[src/rtl/burst_watch_pkg.sv]
package burst_watch_pkg;
  typedef enum logic [1:0] {
    TR_IDLE = 2'b00,
    TR_BUSY = 2'b01,
    TR_NSEQ = 2'b10,
    TR_SEQ  = 2'b11
  } trans_e;

  typedef enum logic [1:0] {
    ST_IDLE  = 2'd0,
    ST_START = 2'd1,
    ST_CONT  = 2'd2,
    ST_TERM  = 2'd3
  } trk_state_e;

  // Beats in a fixed burst; 0 means not a fixed-length burst.
  function automatic logic [4:0] fixed_len(input logic [2:0] b);
    case (b[2:1])
      2'b01:   fixed_len = 5'd4;
      2'b10:   fixed_len = 5'd8;
      2'b11:   fixed_len = 5'd16;
      default: fixed_len = 5'd0;
    endcase
  endfunction

  function automatic logic is_wrap(input logic [2:0] b);
    is_wrap = (b[2:1] != 2'b00) && !b[0];
  endfunction
endpackage

[src/rtl/bw_addr_pred.sv]
module bw_addr_pred
  import burst_watch_pkg::*;
#(
  parameter int AW = 32
) (
  input  logic [AW-1:0] addr,
  input  logic [2:0]    size,
  input  logic [2:0]    burst,
  output logic [AW-1:0] next_addr
);
  localparam int LW = 5;

  logic [AW-1:0] step;
  logic [AW-1:0] span;
  logic [AW-1:0] mask;
  logic [AW-1:0] plain;

  always_comb begin
    step  = {{(AW-1){1'b0}}, 1'b1} << size;
    span  = {{(AW-LW){1'b0}}, fixed_len(burst)} << size;
    mask  = span - {{(AW-1){1'b0}}, 1'b1};
    plain = addr + step;
    if (is_wrap(burst))
      next_addr = (addr & ~mask) | (plain & mask);
    else
      next_addr = plain;
  end
endmodule

[src/rtl/bw_tracker.sv]
module bw_tracker
  import burst_watch_pkg::*;
#(
  parameter int AW = 32
) (
  input  logic          clk,
  input  logic          rst,
  input  logic          acc,
  input  logic [1:0]    htrans,
  input  logic [2:0]    hburst,
  input  logic [2:0]    hsize,
  input  logic [AW-1:0] haddr,
  output logic [1:0]    state,
  output logic          term_ev,
  output logic          seq_bad
);
  trk_state_e    st_q;
  logic [4:0]    left_q;
  logic [2:0]    burst_q;
  logic [AW-1:0] exp_q;
  logic          exp_vld_q;

  logic [2:0]    burst_sel;
  logic [AW-1:0] pred;
  logic [4:0]    len_now;
  logic          owed;
  logic          is_nseq, is_seq, is_idle, is_busy;

  assign is_nseq   = acc && (htrans == TR_NSEQ);
  assign is_seq    = acc && (htrans == TR_SEQ);
  assign is_idle   = acc && (htrans == TR_IDLE);
  assign is_busy   = acc && (htrans == TR_BUSY);
  assign burst_sel = (htrans == TR_NSEQ) ? hburst : burst_q;
  assign len_now   = fixed_len(hburst);
  assign owed      = (left_q != 5'd0);
  assign term_ev   = owed && (is_idle || is_nseq);
  assign seq_bad   = is_seq && (!exp_vld_q || (haddr != exp_q));
  assign state     = st_q;

  bw_addr_pred #(.AW(AW)) u_pred (
    .addr      (haddr),
    .size      (hsize),
    .burst     (burst_sel),
    .next_addr (pred)
  );

  always_ff @(posedge clk) begin
    if (rst) begin
      st_q      <= ST_IDLE;
      left_q    <= '0;
      burst_q   <= '0;
      exp_q     <= '0;
      exp_vld_q <= 1'b0;
    end else if (is_nseq) begin
      st_q      <= ST_START;
      left_q    <= (len_now == 5'd0) ? 5'd0 : len_now - 5'd1;
      burst_q   <= hburst;
      exp_q     <= pred;
      exp_vld_q <= 1'b1;
    end else if (is_seq) begin
      st_q      <= ST_CONT;
      if (owed) left_q <= left_q - 5'd1;
      exp_q     <= pred;
      exp_vld_q <= 1'b1;
    end else if (is_idle) begin
      st_q      <= term_ev ? ST_TERM : ST_IDLE;
      left_q    <= '0;
      exp_vld_q <= 1'b0;
    end else if (is_busy) begin
      if (st_q == ST_TERM) st_q <= ST_IDLE;
    end else begin
      if (st_q == ST_TERM) st_q <= ST_IDLE;
    end
  end
endmodule

[src/rtl/bw_diag.sv]
module bw_diag
  import burst_watch_pkg::*;
#(
  parameter int CNT_W = 16,
  parameter int LOG_D = 8
) (
  input  logic               clk,
  input  logic               rst,
  input  logic               acc,
  input  logic [1:0]         htrans,
  input  logic               term_ev,
  input  logic               seq_bad,
  input  logic               clr,
  output logic               term_pulse,
  output logic               early_flag,
  output logic               addr_err,
  output logic [CNT_W-1:0]   term_cnt,
  output logic [2*LOG_D-1:0] trans_log,
  output logic [LOG_D-1:0]   term_log
);
  localparam logic [CNT_W-1:0] CNT_MAX = '1;
  localparam logic [CNT_W-1:0] CNT_ONE = {{(CNT_W-1){1'b0}}, 1'b1};

  always_ff @(posedge clk) begin
    if (rst) begin
      term_pulse <= 1'b0;
      early_flag <= 1'b0;
      addr_err   <= 1'b0;
      term_cnt   <= '0;
    end else begin
      term_pulse <= term_ev;
      if (clr) begin
        term_cnt   <= term_ev ? CNT_ONE : '0;
        early_flag <= term_ev;
        addr_err   <= seq_bad;
      end else begin
        if (term_ev && term_cnt != CNT_MAX) term_cnt <= term_cnt + CNT_ONE;
        early_flag <= early_flag | term_ev;
        addr_err   <= addr_err | seq_bad;
      end
    end
  end

  generate
    for (genvar g = 0; g < LOG_D; g++) begin : g_log
      always_ff @(posedge clk) begin
        if (rst) begin
          trans_log[2*g +: 2] <= '0;
          term_log[g]         <= 1'b0;
        end else if (acc) begin
          if (g == 0) begin
            trans_log[1:0] <= htrans;
            term_log[0]    <= term_ev;
          end else begin
            trans_log[2*g +: 2] <= trans_log[2*(g-1) +: 2];
            term_log[g]         <= term_log[g-1];
          end
        end
      end
    end
  endgenerate
endmodule

[src/rtl/burst_watch.sv]
module burst_watch
  import burst_watch_pkg::*;
#(
  parameter int AW    = 32,
  parameter int CNT_W = 16,
  parameter int LOG_D = 8
) (
  input  logic               clk,
  input  logic               rst,
  input  logic               hsel,
  input  logic               hready,
  input  logic [1:0]         htrans,
  input  logic [2:0]         hburst,
  input  logic [2:0]         hsize,
  input  logic [AW-1:0]      haddr,
  input  logic               clr,
  output logic [1:0]         state,
  output logic               term_pulse,
  output logic               early_flag,
  output logic               addr_err,
  output logic [CNT_W-1:0]   term_cnt,
  output logic [2*LOG_D-1:0] trans_log,
  output logic [LOG_D-1:0]   term_log
);
  logic acc;
  logic term_ev;
  logic seq_bad;

  assign acc = hsel && hready;

  bw_tracker #(.AW(AW)) u_trk (
    .clk     (clk),
    .rst     (rst),
    .acc     (acc),
    .htrans  (htrans),
    .hburst  (hburst),
    .hsize   (hsize),
    .haddr   (haddr),
    .state   (state),
    .term_ev (term_ev),
    .seq_bad (seq_bad)
  );

  bw_diag #(.CNT_W(CNT_W), .LOG_D(LOG_D)) u_diag (
    .clk        (clk),
    .rst        (rst),
    .acc        (acc),
    .htrans     (htrans),
    .term_ev    (term_ev),
    .seq_bad    (seq_bad),
    .clr        (clr),
    .term_pulse (term_pulse),
    .early_flag (early_flag),
    .addr_err   (addr_err),
    .term_cnt   (term_cnt),
    .trans_log  (trans_log),
    .term_log   (term_log)
  );
endmodule

[config.mk]
export PLATFORM = sky130hd
export DESIGN_NAME = burst_watch
export DESIGN_NICKNAME = d
export VERILOG_FILES = /design/src/rtl/burst_watch_pkg.sv /design/src/rtl/bw_addr_pred.sv /design/src/rtl/bw_tracker.sv /design/src/rtl/bw_diag.sv /design/src/rtl/burst_watch.sv
export SDC_FILE = /design/constraint.sdc
export NUM_CORES = 1
export LEC_CHECK = 0
export BUFFER_PORTS_ARGS = -buffer_cell sky130_fd_sc_hd__buf_2
export CAP_MARGIN = 30
export CORE_MARGIN = 2
export CORE_UTILIZATION = 35
export DETAILED_ROUTE_END_ITERATION = 16
export GPL_ROUTABILITY_DRIVEN = 0
export PLACE_DENSITY = 0.56
export SYNTH_ARGS = -nofsm -noshare
export SYNTH_HDL_FRONTEND = slang
export SYNTH_SLANG_ARGS = --single-unit
export TNS_END_PERCENT = 30
[constraint.sdc]
create_clock -name clk -period 3.2 [get_ports clk]
set_clock_uncertainty 0.15 [all_clocks]
set_input_delay 0.64 -clock clk [delete_from_list [all_inputs] [get_ports clk]]
set_output_delay 0.64 -clock clk [all_outputs]
set_load 0.02 [all_outputs]
==> flow_summary.ini <==
[timing]
min_period_over_period_pct = 90.8
setup_viol_count_final = 0
maxSlewHeadroom_pct = 68.0
worst-slew-pin-transition_ns = 0.477
final-hold-violation-count = 0
drv_slew = 0
post-route-min-period_ns = 2.91
fmax_mhz = 344
rsz0062_at_grt = false
tns_ns = 0

[synthesis]
synth_most_common_cell = nand2_1
yosysTopAreaCell = dfxtp_1
synth_edf_count = 0
yosysWarningCount = 0
synth_top_area_share_pct = 33.6
synth_commonest_cells = 99 x nand2_1, 86 x dfxtp_1, 77 x nor2_1
syn-mean-instance-area_um2 = 7.93
yosys.area_share.xor_xnor_pct = 12.6
yosys_most_used_dff = dfxtp_1
yosysSeqAreaShare_pct = 33.6
synth.net_count = 705
yosysUniqueCellTypes = 62
synth_seq_cells = 86
synth_compound_area_share_pct = 17.0
synthCells = 647
synthAdderAreaFrac_pct = 3.32
synthArstFlopShare_pct = 0
syn_area_um2 = 5130
synth_top_family_by_area = simple AND/OR/NAND/NOR gates
synth.mux.area_fraction_pct = 3.54
synth_area_leaders = dfxtp_1 34%, xnor2_1 7.7%, nand2_1 7.2%, nor2_1 5.6%, xor2_1 5.0%
yosys.area_share.simple_pct = 25.5

[clocking]
cts.path.max_buffers = 2
postCtsHoldBufs = 0
root_buffer = clkbuf_16
cts_buffers = 9
postCtsSetupBuffers = 0
clkSinkCount = 86
clkLatencyLatePin_ns = 0.34
htree_levels = 3
cts_resized = 0
cts_tree = yes
clk_pin_slew_ns = 0.07

[outcome]
outcome = finished, final reports clean

[worst_setup_path]
cp-end-kind = register
worstSetupStartpoint = hsize[1]
startpoint_type = primary input
crit_required_ns = 3.31
critPathArrivalTime_ns = 3.01
crit_path_max_fanout = 10
path_class = in2reg
timing.rr.start = u_trk.burst_q[2]

[floorplan]
die_w_um = 125
fp.dieH_um = 125
ios = 90
initial_core_util_pct = 35.6
dieArea_um2 = 15600
rows = 44
core_um2 = 14400

[drt]
wl_um = 13700
via_per_inst = 5.08
drt_iter0_markers = 254
vias = 4759
ant_nets = 0
drc = 0
first_pass_iters = 7
wl_per_cell_um = 14.6

[pwr]
leakage_nw = 2.43
p_per_area_nw_per_um2 = 415
ir_worst_vdd_uv = 266

[global_routing]
grt_usage_pct = 17.7
antenna_found_initial = 0
grt_first_pass_wirelength_um = 22900
grt_max_degree = 40
grt_pass1_vias = 4511
overflow = 0

[cells_and_area]
fillers = 1483
drive_above_1_share_pct = 22.3
antenna_cells = 0
nNetsFinal = 805
final_cells = 936
areaGrowthSynthToFinish_pct = 21.8

[placed_design]
dpl.hpwl_um = 10300
portBuffers = 89
dp.cells = 920

[run]
maxCapViolCount = 0

[worst_hold_path]
hold_class = reg2reg
min_from = u_diag.trans_log[15]
-- sequential cells by signal (all words and copies together) (netlist names) --
register	flops
u_trk.exp_q	32
u_diag.term_cnt	16
u_diag.trans_log	16
u_diag.term_log	8
u_trk.left_q	5
u_trk.burst_q	3
u_trk.state	2
u_diag.addr_err	1
u_diag.early_flag	1
u_diag.term_pulse	1
u_trk.exp_vld_q	1
-- per-layer routing --
| metal | up-vias | track usage [%] | part of all wire, % |
|---|---|---|---|
| li1 | 2451 | - | - |
| met1 | 2203 | 23.6 | 48 |
| met2 | 94 | 29.1 | 47 |
| met3 | 11 | 4.19 | 4.2 |
| met4 | 0 | 3.92 | 1.2 |
| met5 | - | 0 | 0 |
-- final timing paths --
| path | end | slack, ns | cells past startpoint |
|---|---|---|---|
| worst min-delay path | u_diag.trans_log[15] | 0.31 | 2 |
| worst max register to register | u_trk.exp_q[26] | 0.49 | 11 |
| worst max-delay path | u_trk.exp_q[22] | 0.29 | 11 |
| worst min register to register | u_diag.trans_log[15] | 0.31 | 2 |
-- critical path, cell delays in order --
cell      delay [ns]
buf_2           0.15
nor3_1          0.09
ha_1            0.21
fa_1            0.39
a21oi_1         0.24
o211ai_1        0.12
a31o_2          0.27
o21a_1          0.25
and4_1          0.29
xnor2_1         0.13
a211oi_2        0.22
-- power breakdown --
part	internal [mW]	leakage, nW	switching (mW)
Clock	0.611	0.139	0.443
Combinational	0.174	1.60	0.242
Sequential	1.10	0.698	0.0206
-- through the flow --
step | area (um2) | util (%) | power (mW) | setup slack, ns | hold slack (ns)
CTS | 6250 | 43.3 | 2.62 | 0.315 | 0.313
floorplan | 5210 | - | 1.42 | -0.00395 | 0.296
global placement | 5950 | 41.2 | 1.55 | 0.0244 | 0.289
global route | 6250 | 43.3 | 2.72 | 0.0822 | 0.340
detailed placement | 5950 | 41.2 | 1.56 | -0.0267 | 0.302
finish | 6250 | 43.3 | 2.59 | 0.294 | 0.307
-- cells in the final DEF, fill, tap and decap left out, types with 4 or more instances in the layout --
master	instances
o21ai_0	18
buf_2	89
nand4_1	14
buf_4	35
dfxtp_1	86
nand2_1	98
inv_1	14
and4_1	7
mux2i_1	9
and2_1	4
a211oi_2	4
nand2b_1	6
nor2b_1	5
ha_1	10
nand3_1	28
a21oi_1	49
a21o_1	4
xnor2_1	45
xor2_1	29
clkbuf_16	9
nor3_1	9
nor2_1	77
and3_1	7
a211oi_1	27
-- cells by family (layout without fill, tap and decap cells) --
kind of cell,after synthesis,in the layout
xor gates and xnor gates,74,74
buffers and inverters,51,156
AOI/OAI and AO/OA,131,131
adders and majority gates,13,13
muxes,16,16
DFF,86,86
and+or+nand+nor,276,276
-- cell type report --
class / count / area (um2) / share of cell area [%]
repair buffers: 124 / 708 / 11.3
inverters: 16 / 60.1 / 0.961
multi-input cells: 510 / 3230 / 51.7
clock inverters: 6 / 71.3 / 1.14
clock buffers: 10 / 229 / 3.66
well taps: 184 / 230 / 3.68
flip-flops and latches: 86 / 1720 / 27.6
Note: power is estimated with default switching activity, not from simulation.
